==> src/rtl/csl_pkg.sv <==
`timescale 1ns/1ps
package csl_pkg;
    // Bit numbers shared with the host side of the link
    localparam int FLAG_BIT   = 41;
    localparam int COMMIT_BIT = 65;

    typedef enum logic [2:0] {
        ST_IDLE,
        ST_HEAD,
        ST_ADDR,
        ST_FLAG,
        ST_GAP,
        ST_DATA,
        ST_COMMIT,
        ST_TAIL
    } phase_e;
endpackage

==> src/rtl/csl_frame_fsm.sv <==
`timescale 1ns/1ps
module csl_frame_fsm
    import csl_pkg::*;
#(
    parameter int ADDR_W     = 4,
    parameter int DATA_W     = 16,
    parameter int FRAME_BITS = 128,
    parameter int PW         = 8
) (
    input  logic          clk,
    input  logic          rst_n,
    input  logic          frm_sync,
    output phase_e        state_q,
    output phase_e        nxt_state,
    output logic [PW-1:0] pos_q,
    output logic          cap_addr,
    output logic          cap_flag,
    output logic          cap_data,
    output logic          commit
);
    localparam int ADDR_FIRST = FLAG_BIT - ADDR_W;
    localparam int DATA_FIRST = COMMIT_BIT - DATA_W;

    logic [PW-1:0] nxt_pos;

    // next phase = phase of the bit sampled at the coming rising edge
    always_comb begin
        nxt_state = state_q;
        nxt_pos   = pos_q;
        if (frm_sync) begin
            nxt_state = ST_HEAD;
            nxt_pos   = PW'(1);
        end else begin
            unique case (state_q)
                ST_IDLE: ;
                ST_HEAD: begin
                    nxt_pos = pos_q + 1'b1;
                    if (pos_q == PW'(ADDR_FIRST - 1)) nxt_state = ST_ADDR;
                end
                ST_ADDR: begin
                    nxt_pos = pos_q + 1'b1;
                    if (pos_q == PW'(FLAG_BIT - 1)) nxt_state = ST_FLAG;
                end
                ST_FLAG: begin
                    nxt_pos   = pos_q + 1'b1;
                    nxt_state = ST_GAP;
                end
                ST_GAP: begin
                    nxt_pos = pos_q + 1'b1;
                    if (pos_q == PW'(DATA_FIRST - 1)) nxt_state = ST_DATA;
                end
                ST_DATA: begin
                    nxt_pos = pos_q + 1'b1;
                    if (pos_q == PW'(COMMIT_BIT - 1)) nxt_state = ST_COMMIT;
                end
                ST_COMMIT: begin
                    nxt_pos   = pos_q + 1'b1;
                    nxt_state = ST_TAIL;
                end
                ST_TAIL: begin
                    if (pos_q == PW'(FRAME_BITS)) begin
                        nxt_state = ST_IDLE;
                        nxt_pos   = '0;
                    end else begin
                        nxt_pos = pos_q + 1'b1;
                    end
                end
            endcase
        end
    end

    // state register
    always_ff @(posedge clk or negedge rst_n) begin
        if (!rst_n) begin
            state_q <= ST_IDLE;
            pos_q   <= '0;
        end else begin
            state_q <= nxt_state;
            pos_q   <= nxt_pos;
        end
    end

    // strobes for the bit arriving at the coming edge
    always_comb begin
        cap_addr = (nxt_state == ST_ADDR);
        cap_flag = (nxt_state == ST_FLAG);
        cap_data = (nxt_state == ST_DATA);
        commit   = (nxt_state == ST_COMMIT);
    end
endmodule

==> src/rtl/csl_field_capture.sv <==
`timescale 1ns/1ps
module csl_field_capture #(
    parameter int ADDR_W = 4,
    parameter int DATA_W = 16
) (
    input  logic              clk,
    input  logic              rst_n,
    input  logic              sdi,
    input  logic              cap_addr,
    input  logic              cap_flag,
    input  logic              cap_data,
    output logic [ADDR_W-1:0] addr_q,
    output logic              wr_q,
    output logic [DATA_W-1:0] data_q
);
    always_ff @(posedge clk or negedge rst_n) begin
        if (!rst_n) begin
            addr_q <= '0;
            wr_q   <= 1'b0;
            data_q <= '0;
        end else begin
            if (cap_addr) addr_q <= {addr_q[ADDR_W-2:0], sdi};
            if (cap_flag) wr_q   <= sdi;
            if (cap_data) data_q <= {data_q[DATA_W-2:0], sdi};
        end
    end
endmodule

==> src/rtl/csl_reg_bank.sv <==
`timescale 1ns/1ps
module csl_reg_bank #(
    parameter int ADDR_W = 4,
    parameter int DATA_W = 16,
    parameter int NREGS  = 1 << ADDR_W
) (
    input  logic                    clk,
    input  logic                    rst_n,
    input  logic                    we,
    input  logic [ADDR_W-1:0]       addr,
    input  logic [DATA_W-1:0]       wdata,
    output logic [DATA_W-1:0]       rdata,
    output logic [NREGS*DATA_W-1:0] dbg
);
    logic [DATA_W-1:0] regs [NREGS];

    always_ff @(posedge clk or negedge rst_n) begin
        if (!rst_n) begin
            for (int i = 0; i < NREGS; i++) regs[i] <= '0;
        end else if (we) begin
            regs[addr] <= wdata;
        end
    end

    assign rdata = regs[addr];

    for (genvar g = 0; g < NREGS; g++) begin : g_view
        assign dbg[g*DATA_W +: DATA_W] = regs[g];
    end
endmodule

==> src/rtl/csl_return_path.sv <==
`timescale 1ns/1ps
module csl_return_path
    import csl_pkg::*;
#(
    parameter int DATA_W = 16,
    parameter int PW     = 8
) (
    input  logic              clk,
    input  logic              rst_n,
    input  logic              cap_flag,
    input  logic [DATA_W-1:0] rdata,
    input  phase_e            state_q,
    input  logic [PW-1:0]     pos_q,
    output logic              sdo
);
    localparam int DATA_FIRST = COMMIT_BIT - DATA_W;
    localparam int IDX_W      = $clog2(DATA_W);

    logic [DATA_W-1:0] ret_q;
    logic              drive_now;
    logic [IDX_W-1:0]  idx;

    // snapshot taken on the flag bit, before any commit of this frame
    always_ff @(posedge clk or negedge rst_n) begin
        if (!rst_n)        ret_q <= '0;
        else if (cap_flag) ret_q <= rdata;
    end

    // the next slot (pos_q + 1) lies inside the data window
    always_comb begin
        drive_now = ((state_q == ST_GAP)  && (pos_q == PW'(DATA_FIRST - 1))) ||
                    ((state_q == ST_DATA) && (pos_q != PW'(COMMIT_BIT - 1)));
        idx       = IDX_W'(PW'(COMMIT_BIT - 2) - pos_q);
    end

    always_ff @(negedge clk or negedge rst_n) begin
        if (!rst_n)         sdo <= 1'b0;
        else if (drive_now) sdo <= ret_q[idx];
        else                sdo <= 1'b0;
    end
endmodule

==> src/rtl/codec_reg_slave.sv <==
`timescale 1ns/1ps
module codec_reg_slave
    import csl_pkg::*;
#(
    parameter int ADDR_W     = 4,
    parameter int DATA_W     = 16,
    parameter int FRAME_BITS = 128,
    localparam int NREGS     = 1 << ADDR_W,
    localparam int PW        = $clog2(FRAME_BITS + 1)
) (
    input  logic                    clk,
    input  logic                    rst_n,
    input  logic                    frm_sync,
    input  logic                    sdi,
    output logic                    sdo,
    output logic [NREGS*DATA_W-1:0] dbg_regs
);
    phase_e            state_q;
    phase_e            nxt_state;
    logic [PW-1:0]     pos_q;
    logic              cap_addr;
    logic              cap_flag;
    logic              cap_data;
    logic              commit;
    logic [ADDR_W-1:0] addr_q;
    logic              wr_q;
    logic [DATA_W-1:0] data_q;
    logic [DATA_W-1:0] rdata;

    csl_frame_fsm #(
        .ADDR_W(ADDR_W), .DATA_W(DATA_W), .FRAME_BITS(FRAME_BITS), .PW(PW)
    ) u_fsm (
        .clk(clk), .rst_n(rst_n), .frm_sync(frm_sync),
        .state_q(state_q), .nxt_state(nxt_state), .pos_q(pos_q),
        .cap_addr(cap_addr), .cap_flag(cap_flag), .cap_data(cap_data),
        .commit(commit)
    );

    csl_field_capture #(.ADDR_W(ADDR_W), .DATA_W(DATA_W)) u_cap (
        .clk(clk), .rst_n(rst_n), .sdi(sdi),
        .cap_addr(cap_addr), .cap_flag(cap_flag), .cap_data(cap_data),
        .addr_q(addr_q), .wr_q(wr_q), .data_q(data_q)
    );

    csl_reg_bank #(.ADDR_W(ADDR_W), .DATA_W(DATA_W), .NREGS(NREGS)) u_bank (
        .clk(clk), .rst_n(rst_n), .we(commit && wr_q),
        .addr(addr_q), .wdata(data_q), .rdata(rdata), .dbg(dbg_regs)
    );

    csl_return_path #(.DATA_W(DATA_W), .PW(PW)) u_ret (
        .clk(clk), .rst_n(rst_n), .cap_flag(cap_flag), .rdata(rdata),
        .state_q(state_q), .pos_q(pos_q), .sdo(sdo)
    );
endmodule

==> config.mk <==
export PLATFORM = sky130hd
export DESIGN_NAME = codec_reg_slave
export DESIGN_NICKNAME = d
export VERILOG_FILES = /design/src/rtl/csl_pkg.sv /design/src/rtl/csl_frame_fsm.sv /design/src/rtl/csl_field_capture.sv /design/src/rtl/csl_reg_bank.sv /design/src/rtl/csl_return_path.sv /design/src/rtl/codec_reg_slave.sv
export SDC_FILE = /design/constraint.sdc
export NUM_CORES = 1
export LEC_CHECK = 0
export ABC_AREA = 1
export ABC_CLOCK_PERIOD_IN_PS = 3650
export BUFFER_PORTS_ARGS = -buffer_cell sky130_fd_sc_hd__buf_2
export CAP_MARGIN = 20
export CORE_MARGIN = 2
export CORE_UTILIZATION = 43
export DETAILED_ROUTE_END_ITERATION = 8
export PLACE_DENSITY = 0.72
export SLEW_MARGIN = 20
export SYNTH_ARGS = -nofsm -noshare
export SYNTH_HDL_FRONTEND = slang
export SYNTH_SLANG_ARGS = --single-unit
==> constraint.sdc <==
create_clock -name clk -period 3.65 [get_ports clk]
set_clock_uncertainty 0.1 [all_clocks]
set_input_delay 0.73 -clock clk [delete_from_list [all_inputs] [get_ports clk]]
set_output_delay 0.73 -clock clk [all_outputs]
set_load 0.005 [all_outputs]
After elaboration in Yosys (flattened, before gate mapping)
Index checks and enable logic that the tools add are counted.
{"block": "classes", "addsub": 2, "n_lt_le_gt_ge": 3, "n_eq_ne": 17, "muxes": 19, "bitwise_logic": 1, "reduce_logical": 7}
{"cell": "$bwmux W256", "count": 1}
{"cell": "$bmux W16 S4", "count": 1}
{"cell": "$demux W16 S4", "count": 1}
{"cell": "$mux W16", "count": 3}
{"cell": "$eq A8 B6 Y1 const B", "count": 3}
{"cell": "$pmux W3 S7", "count": 1}
{"cell": "$eq A3 B3 Y1 const B", "count": 6}
{"cell": "$mux W3", "count": 6}
{"cell": "$mux W8", "count": 2}
{"cell": "$pmux W8 S2", "count": 1}
{"cell": "$eq A3 B2 Y1 const B", "count": 4}
{"cell": "$add A8 B1 Y8 const B", "count": 1}
{"cell": "$eq A8 B7 Y1 const B", "count": 1}
{"cell": "$eq A8 B8 Y1 const B", "count": 1}
{"cell": "$ne A8 B7 Y1 const B", "count": 1}
{"cell": "$reduce_or A6 Y1", "count": 1}
{"cell": "$ge A5 B5 Y1 const B", "count": 1}
{"cell": "$lt A4 B5 Y1 const B", "count": 1}
{"cell": "$lt A5 B1 Y1 const B", "count": 1}
{"cell": "$not A4 Y5", "count": 1}
{"cell": "$bmux W1 S4", "count": 1}
{"cell": "$logic_and A1 B1 Y1", "count": 4}
{"cell": "$sub A4 B4 Y4 const A", "count": 1}
{"cell": "$eq A3 B1 Y1 const B", "count": 1}
{"cell": "other kinds (3)", "count": 4}
{"block": "totals", "ff_bits": 305, "in_bits": 4, "out_inout_bits": 257, "word_cells": 72}

Longest topological paths before layout
Gate-level depths: netlist of the first run.
{"block": "depth", "ltp_word": 6, "ltp_mapped": 16, "depth_no_buf": 13}

Hierarchy
A second synthesis of the first run with hierarchy kept.
{"block": "unflattened", "cells_unflattened": 1959, "hier_area_um2": 14707.9}
{"module": "csl_reg_bank", "n_inst": 1, "cells_each": 1646, "area_each_um2": 12037.8, "seq_area_each_um2": 6406.1}
{"module": "csl_frame_fsm", "n_inst": 1, "cells_each": 128, "area_each_um2": 900.9, "seq_area_each_um2": 275.3}
{"module": "csl_return_path", "n_inst": 1, "cells_each": 93, "area_each_um2": 888.4, "seq_area_each_um2": 425.4}
{"module": "csl_field_capture", "n_inst": 1, "cells_each": 90, "area_each_um2": 873.3, "seq_area_each_um2": 525.5}
{"module": "codec_reg_slave", "n_inst": 1, "cells_each": 2, "area_each_um2": 7.5, "seq_area_each_um2": 0.0}

==> results of run 1 <==
## power by group through the flow
stage,Sequential [W],Combinational (W),Clock (W)
floorplan,0.00356,0.000599,0
global placement,0.00422,0.000362,0
detailed placement,0.00423,0.000377,0
CTS,0.00416,0.000382,0.00367
global route,0.00420,0.000434,0.00381
finish,0.00421,0.000384,0.00366
## Yosys cell counts (2+ instances only)
cell type    n
nor2_4       2
buf_1       17
o21a_1       2
nand2_4      4
nand2_1    744
dfrtp_1    304
o21ai_0     13
xor2_1       3
buf_12       2
nand4_4     16
nand4_1    272
ha_1         2
clkbuf_1    78
nand3_2      2
nand2_2      5
a21oi_1     17
buf_4       30
nor2_2      14
nor3_1       5
nor2_8       3
buf_6       12
inv_2        8
inv_1       37
nand3_1    139
buf_2       32
nor2_1      34
a22oi_1     66
## logic make-up after synthesis
| logic type | after synthesis | synth area share (%) |
|---|---|---|
| AO/OA/AOI/OAI | 103 | 4.53 |
| flip-flops | 305 | 49.4 |
| XOR/XNOR | 3 | 0.170 |
| buffers and inverters | 217 | 7.06 |
| adder cells (fa/ha/maj) | 2 | 0.162 |
| AND/OR/NAND/NOR | 1243 | 38.7 |
## state kept, by name (all words and copies together) (netlist names)
name	cells
u_cap.wr_q	1
u_cap.data_q	16
u_ret.ret_q	16
u_fsm.pos_q	8
u_ret.sdo	1
u_cap.addr_q	4
u_fsm.state_q	3
u_bank.dbg	256
## what timing repair did
| action | 4_1_cts | 5_1_grt |
|---|---|---|
| cloned | 0 | 0 |
| setup endpoints to repair | 1 | 1 |
| hold buffers | 1 | 0 |
| buffers inserted | 0 | 0 |
| hold endpoints to repair | 25 | 0 |
## metrics by stage
stage	std cells	cell area [um^2]	TNS, ns	utilization [%]
2_1_floorplan	1873	15500	0	-
3_3_place_gp	2465	16800	0	47.4
3_5_place_dp	2465	16800	0	47.4
4_1_cts	2528	18000	-0.0670	50.9
5_1_grt	2528	18000	-0.0996	50.9
6_report	2528	18000	-0.0488	50.9
## worst paths after layout
path	from	end	slack, ns	cells past startpoint
min in group asynchronous	rst_n	u_bank.dbg[206]	0.57	2
max in group asynchronous	rst_n	u_ret.sdo	0.90	2
worst min-delay path	u_ret.ret_q[15]	u_ret.ret_q[15]	0.38	2
worst max register to register	u_fsm.pos_q[1]	u_ret.sdo	0.31	9
worst max-delay path	u_ret.sdo	sdo	-0.05	1
worst min register to register	u_ret.ret_q[15]	u_ret.ret_q[15]	0.38	2
## routing by layer
layer | GRT usage, % | up-vias
li1 | - | 6740
met1 | 41.7 | 7461
met2 | 46.4 | 940
met3 | 5.77 | 176
met4 | 14.3 | 0
met5 | 0 | -
## layout make-up
cell class	instances	area [um^2]	area share [%]
sequential	305	7630	42.3
multi-input combinational	1351	6740	37.3
timing repair buffer	304	1720	9.53
clock buffer	51	1070	5.92
tap	461	577	3.20
inverter	45	169	0.936
clock inverter	11	139	0.770
==> out/metrics.yaml, run 1 <==
synth:
  ys_warn_count: 0
  synth_cell_types: 37
  synth-seq-cells: 305
  synth-seq-area-share_pct: 49.4
  yosys.area.top_type: "dfrtp_1"
  yosys-top-cells-area: "dfrtp_1 49%, nand2_1 18%, nand4_1 11%"
  syn_inst: 1873
  synth_area_um2: 15500
  yosysTopAreaCellShare_pct: 49.2
  avgSynthCellArea_um2: 8.25
  synth_enable_flop_cells: 0
  synthFlopType: "dfrtp_1"
  synthArstFlopShare_pct: 100
  syn_nets: 1879
pwr:
  intPower_w: 0.00582
  pwr-share-seq_pct: 51.0
  switching_share_pct: 29.5
  p_per_area_nw_per_um2: 458
  pwr-share-comb_pct: 4.7
  p_clk_share_pct: 44.3
  p_leak_nw: 10.2
  switchingPower_w: 0.00244
  total_power_w: 0.00826
  ir_worst_vdd_uv: 287
floorplan:
  die_area_um2: 37500
  fp-row-count: 69
  ios: 261
  die_x_um: 194
  core-area_um2: 35500
  start_util_pct: 43.6
  fp.dieH_um: 194
finish:
  final_common_cell: "nand2_1"
  nNetsFinal: 2047
  syn_to_final_growth_pct: 16.8
  mostFrequentLayoutCells: "744 x nand2_1, 303 x dfrtp_1, 272 x nand4_1"
  num-fill-cells: 3289
  n_antenna_cell: 0
  final_layout_size_suffix_gt1_share_pct: 20.2
timing:
  hold_ws_ns: 0.380
  setup_viol: 1
  fin_ws_ns: -0.0488
  rsz0062_at_grt: "yes"
  relSlewSlack_pct: 24.3
  worstMarginPinSlew_ns: 1.14
  drv_slew: 0
  finalHoldViolations: 0
clocking:
  htree_levels: 2
  cts.root.buffer_cell: "clkbuf_16"
  cts_tree: "yes"
  cts_sinks: 305
  clk_latency_ns: 0.53
  clockBufferDepth: 3
  numCtsBuffers: 34
  clkTransAtPathRegs_ns: 0.06
  cts_resized: 0
global_route:
  overflow: 0
  first_global_vias: 14700
  grt_antenna_before_repair: 0
  grt_max_degree: 118
  grtUsageTotal_pct: 30.3
  grt_pass1_wl_mm: 89.1
routing:
  drt-total-wl_mm: 58.3
  drc: 0
  top_layer: "met4"
  met2_length_mm: 26.6
  drt_first_pass_iters: 6
  via_per_inst: 6.06
  ant_nets: 0
  wl_per_cell_um: 23.1
  num_vias: 15300
  drt_iter0_markers: 1954
  met1_length_mm: 22.9
  dr_wl_met3_mm: 5.91
critical_path:
  slowest_delay_ns: 0.41
  slowest_stage: "dfrtn_1"
  critPathArrivalTime_ns: 2.87
  end_kind: "output port"
  cp-start-kind: "flop"
  path_buf_inv: 1
  cp.required_ns: 2.82
  cp_max_fo: 1
  crit_chain: "buf_2"
  path_class: "reg2out"
  critical_path.top_delay_family: "flip-flops"
place:
  dp_slack_ns: 0.320
  hpwl_mm: 38.6
  place_congestion: 0.962
  io_buffer_count: 260
run:
  maxCapViolCount: 0
status:
  outcome: "finished, violations left"
  violations: "negative setup slack"
min_path:
  hold_path.class: "reg2reg"
Power figures use the tool's default switching activity.
==> run 2, diff against run 1 <==
--- a/config.mk
+++ b/config.mk
@@ -9,6 +9,7 @@
 export ABC_CLOCK_PERIOD_IN_PS = 3650
 export BUFFER_PORTS_ARGS = -buffer_cell sky130_fd_sc_hd__buf_2
 export CAP_MARGIN = 20
+export CORE_ASPECT_RATIO = 1.4
 export CORE_MARGIN = 2
 export CORE_UTILIZATION = 43
 export DETAILED_ROUTE_END_ITERATION = 8
==> run 2 against run 1 <==
Against the previous run:
- the run still ends with negative setup slack left
- combinational power fell by 4%
- die area barely moved
- first-iteration DRC count fell by 0.31%
- routed wire length fell by 0.67%
- largest power group unchanged
==> out/metrics.yaml, run 2 (synthesized netlist as in run 1, its figures left out) <==
clocking:
  cts.root.buffer_cell: "clkbuf_16"
  clk_latency_ns: 0.58
  cts_tree: "yes"
  cts_setup_buffers: 0
  cts_sinks: 305
  numCtsBuffers: 31
  clkTransAtPathRegs_ns: 0.06
  htree_levels: 1
  clockBufferDepth: 3
critical_path:
  critical_path.top_delay_family: "flip-flops"
  cp-start-kind: "flop"
  cp_max_fo: 1
  slowest_delay_ns: 0.42
  cp.required_ns: 2.82
  critPathArrivalTime_ns: 2.91
  path_buf_inv: 1
  slowest_stage: "dfrtn_1"
  crit_chain: "buf_6"
  end_kind: "output port"
  path_class: "reg2out"
finish:
  final_common_cell: "nand2_1"
  largest_reg_flops: 256
  syn_to_final_growth_pct: 15.3
  mostFrequentLayoutCells: "744 x nand2_1, 303 x dfrtp_1, 272 x nand4_1"
  final_layout_size_suffix_gt1_share_pct: 19.9
  finalInstanceArea_um2: 17800
  nNetsFinal: 2042
  n_antenna_cell: 0
min_path:
  hold_path.class: "in2reg"
routing:
  via_per_inst: 6.02
  ant_nets: 0
  wl_per_cell_um: 23.0
  drt_iter0_markers: 1948
  drc: 0
  drt_first_pass_iters: 6
  drt-total-wl_mm: 57.9
  num_vias: 15200
place:
  hpwl_mm: 39.5
  dp_slack_ns: 0.244
  place_congestion: 0.962
  dpl_cell_area_um2: 16800
  io_buffer_count: 260
global_route:
  grt_pass1_wl_mm: 87.5
  grtUsageTotal_pct: 30.3
  overflow: 0
  first_global_vias: 14100
  grt_antenna_before_repair: 0
  grt_max_degree: 175
timing:
  worstMarginPinSlew_ns: 1.15
  rsz0062_at_grt: "yes"
  drv_slew: 0
  fin_ws_ns: -0.0884
  relSlewSlack_pct: 23.3
  finalHoldViolations: 0
  setup_viol: 1
status:
  violations: "negative setup slack"
  outcome: "finished, violations left"
floorplan:
  start_util_pct: 43.4
  fp-row-count: 82
  ios: 261
  fp.dieH_um: 228
  core-area_um2: 35600
  die_x_um: 164
  die_area_um2: 37500
pwr:
  p_per_area_nw_per_um2: 437
  p_leak_nw: 10.1
  ir_worst_vdd_uv: 406
run:
  maxCapViolCount: 0
==> run 2: cell types whose count changed in the layout (fill, tap and decap cells not counted) <==
cell / delta
buf_2: -1
buf_4: -2
buf_6: +1
bufinv_16: -2
clkbuf_1: -1
clkbuf_16: -6
clkbuf_8: -1
clkinv_2: +4
clkinv_4: -1
clkinvlp_4: -2
inv_6: +2
==> run 2: report_power, final <==
| group | leakage [nW] | internal, W | total [W] | switching [W] |
|---|---|---|---|---|
| sequential | 4.22 | 0.00346 | 0.00425 | 0.000789 |
| combinational | 5.42 | 0.000118 | 0.000370 | 0.000252 |
| clock | 0.503 | 0.00178 | 0.00316 | 0.00138 |
| total | 10.1 | 0.00536 | 0.00778 | 0.00242 |
==> run 2: metrics by stage <==
stage               hold WS [ns]  setup TNS, ns  utilization (%)  cells  power [W]
floorplan                  0.334              0                -   1873    0.00416
global placement           0.360              0             47.2   2464    0.00461
detailed placement         0.364              0             47.2   2464    0.00463
CTS                        0.341         -0.103             50.1   2520    0.00775
global route               0.372         -0.114             50.1   2520    0.00796
finish                     0.364        -0.0884             50.1   2520    0.00778
==> run 2: final timing paths <==
path	end	slack, ns	cells past startpoint	from
max reg2reg	u_ret.sdo	0.20	9	u_fsm.pos_q[1]
min in group asynchronous	u_bank.dbg[140]	0.48	2	rst_n
min	u_cap.addr_q[0]	0.36	3	sdi
max in group asynchronous	u_ret.sdo	1.01	2	rst_n
max	sdo	-0.09	1	u_ret.sdo
min reg2reg	u_ret.ret_q[15]	0.38	2	u_ret.ret_q[15]
==> run 2: layout make-up <==
class                   instances  area, um^2
repair buffers                302        1710
multi-input cells            1351        6740
clock buffers                  43         901
flip-flops and latches        305        7630
clock inverters                12        92.6
fillers                      3368       17800
inverters                      45         169
well taps                     462         578
==> run 2: routing by layer <==
| metal | vias to the layer above | wire, um | track usage, % |
|---|---|---|---|
| li1 | 6728 | - | - |
| met1 | 7380 | 21200 | 39.5 |
| met2 | 867 | 27500 | 47.7 |
| met3 | 199 | 5130 | 4.74 |
| met4 | 0 | 3990 | 17.7 |
| met5 | - | 0 | 0 |
==> run 2: what timing repair did <==
| item | 4_1_cts | 5_1_grt |
|---|---|---|
| hold endpoints to repair | 17 | 0 |
| endpoints found under the setup margin | 1 | 1 |
| resized for setup | 2 | 0 |
| hold buffers | 1 | 0 |
==> run 3, diff against run 2 <==
--- a/config.mk
+++ b/config.mk
@@ -7,13 +7,13 @@
 export LEC_CHECK = 0
 export ABC_AREA = 1
 export ABC_CLOCK_PERIOD_IN_PS = 3650
-export BUFFER_PORTS_ARGS = -buffer_cell sky130_fd_sc_hd__buf_2
 export CAP_MARGIN = 20
 export CORE_ASPECT_RATIO = 1.4
 export CORE_MARGIN = 2
 export CORE_UTILIZATION = 43
 export DETAILED_ROUTE_END_ITERATION = 8
-export PLACE_DENSITY = 0.72
+export DONT_BUFFER_PORTS = 1
+export PLACE_DENSITY = 0.66
 export SLEW_MARGIN = 20
 export SYNTH_ARGS = -nofsm -noshare
 export SYNTH_HDL_FRONTEND = slang
==> run 3 against run 2 <==
Against the previous run:
- the flow finishes with violations (negative hold slack)
- worst setup slack better by 0.11 ns
- core utilization down 3.4 points
- non-clock buffer count down 261
- sequential share of layout area up 3.2 points
- clock-buffer cell count up 6
- critical path depth down 1
- register-to-register slack better by 0.12 ns
- die area unchanged
- routed wire length down 2.1%
- cell area down 6.9%
- total power up 2.5%
- critical path type unchanged
- largest power group unchanged
- highest routed layer unchanged
==> out/metrics.yaml, run 3 (synthesized netlist as in run 1, its figures left out) <==
status:
  outcome: "finished, violations left"
  violations: "negative hold slack"
floorplan:
  start_util_pct: 43.4
  ios: 261
  die_area_um2: 37500
  die_x_um: 164
  core-area_um2: 35600
  fp.dieH_um: 228
  fp-row-count: 82
finish:
  seq_area_um2: 7630
  mostFrequentLayoutCells: "744 x nand2_1, 303 x dfrtp_1, 272 x nand4_1"
  final_common_cell: "nand2_1"
  multi_input_area_um2: 6740
  num-fill-cells: 3367
  n_antenna_cell: 0
  largest_reg_flops: 256
  finalInstanceArea_um2: 16600
  syn_to_final_growth_pct: 7.40
  final_layout_size_suffix_gt1_share_pct: 8.33
  nNetsFinal: 1784
place:
  place_congestion: 0.952
  dpl_cell_area_um2: 15500
  hpwl_mm: 38.1
  io_buffer_count: 0
clocking:
  clk_latency_ns: 0.53
  numCtsBuffers: 34
  clockBufferDepth: 3
  cts_setup_buffers: 0
  htree_levels: 2
  cts.root.buffer_cell: "clkbuf_16"
  cts_resized: 0
  clkTransAtPathRegs_ns: 0.06
  cts_sinks: 305
  cts_tree: "yes"
routing:
  drt_first_pass_iters: 6
  ant_nets: 0
  via_per_inst: 6.18
  drc: 0
  num_vias: 14000
  wl_per_cell_um: 25.0
  drt-total-wl_mm: 56.7
  drt_iter0_markers: 1750
global_route:
  first_global_vias: 13300
  grt_max_degree: 306
  overflow: 0
  grtUsageTotal_pct: 29.9
  grt_pass1_wl_mm: 85.7
  grt_antenna_before_repair: 0
critical_path:
  critPathArrivalTime_ns: 2.79
  timing.rr.start: "u_fsm.pos_q[0]"
  cp.required_ns: 2.82
  end_kind: "output port"
  cp-start-kind: "flop"
  cp_max_fo: 1
  path_class: "reg2out"
  cp-startpoint: "u_ret.sdo"
timing:
  fin_tns_setup_ns: 0
  relSlewSlack_pct: 26.2
  drv_slew: 0
  setup_viol: 0
  worstMarginPinSlew_ns: 1.11
  finalHoldViolations: 304
  rsz0062_at_grt: "yes"
  hold_ws_ns: -0.183
pwr:
  ir_worst_vdd_uv: 341
  total_power_w: 0.00798
  switchingPower_w: 0.00238
  intPower_w: 0.00559
  pwr-share-comb_pct: 3.8
  p_per_area_nw_per_um2: 480
  switching_share_pct: 29.8
  p_clk_share_pct: 43.0
  pwr-share-seq_pct: 53.2
  p_leak_nw: 8.71
run:
  maxCapViolCount: 0
min_path:
  hold_path.class: "in2async"
[run 3: routing by layer]
metal	global-route usage, %	vias to the layer above	wire length, um
met3	8.11	170	5780
met4	16.7	0	3430
met1	37.3	6778	20500
met2	46.8	818	27000
li1	-	6202	-
met5	0	-	0
[run 3: final timing paths]
path	end	slack (ns)	cells past startpoint
worst min register to register	u_ret.ret_q[15]	0.37	2
worst min-delay path	u_bank.dbg[154]	-0.18	0
max in group asynchronous	u_ret.sdo	1.45	0
min in group clk	u_cap.addr_q[0]	0.21	2
worst max-delay path	sdo	0.03	0
worst max register to register	u_ret.sdo	0.32	9
[run 3: per-stage QoR]
step | utilization, % | worst slack [ns] | cells
floorplan | - | 0.0621 | 1873
global placement | 43.5 | 0.308 | 2204
detailed placement | 43.5 | 0.310 | 2204
CTS | 46.6 | -0.0277 | 2262
global route | 46.6 | -0.0229 | 2262
finish | 46.6 | 0.0260 | 2262
[run 3: repair_timing]
action                                 CTS  global route
endpoints found under the hold margin  304           304
setup endpoints to repair                1             1
pin swaps                                0             0
[run 3: area by class of cell]
class / instances / area share [%]
clock buffers: 49 / 5.95
clock inverters: 9 / 0.656
inverters: 45 / 1.02
multi-input cells: 1351 / 40.6
flip-flops and latches: 305 / 46.0
well taps: 462 / 3.48
repair buffers: 41 / 2.31
[run 3: power by group through the flow]
| stage | Clock, W | Sequential [W] | Combinational, W |
|---|---|---|---|
| final | 0.00343 | 0.00424 | 0.000302 |
| after global routing | 0.00360 | 0.00422 | 0.000339 |
| after floorplan | 0 | 0.00356 | 0.000599 |
| after global placement | 0 | 0.00425 | 0.000290 |
| after detailed placement | 0 | 0.00425 | 0.000300 |
| after CTS | 0.00347 | 0.00419 | 0.000301 |
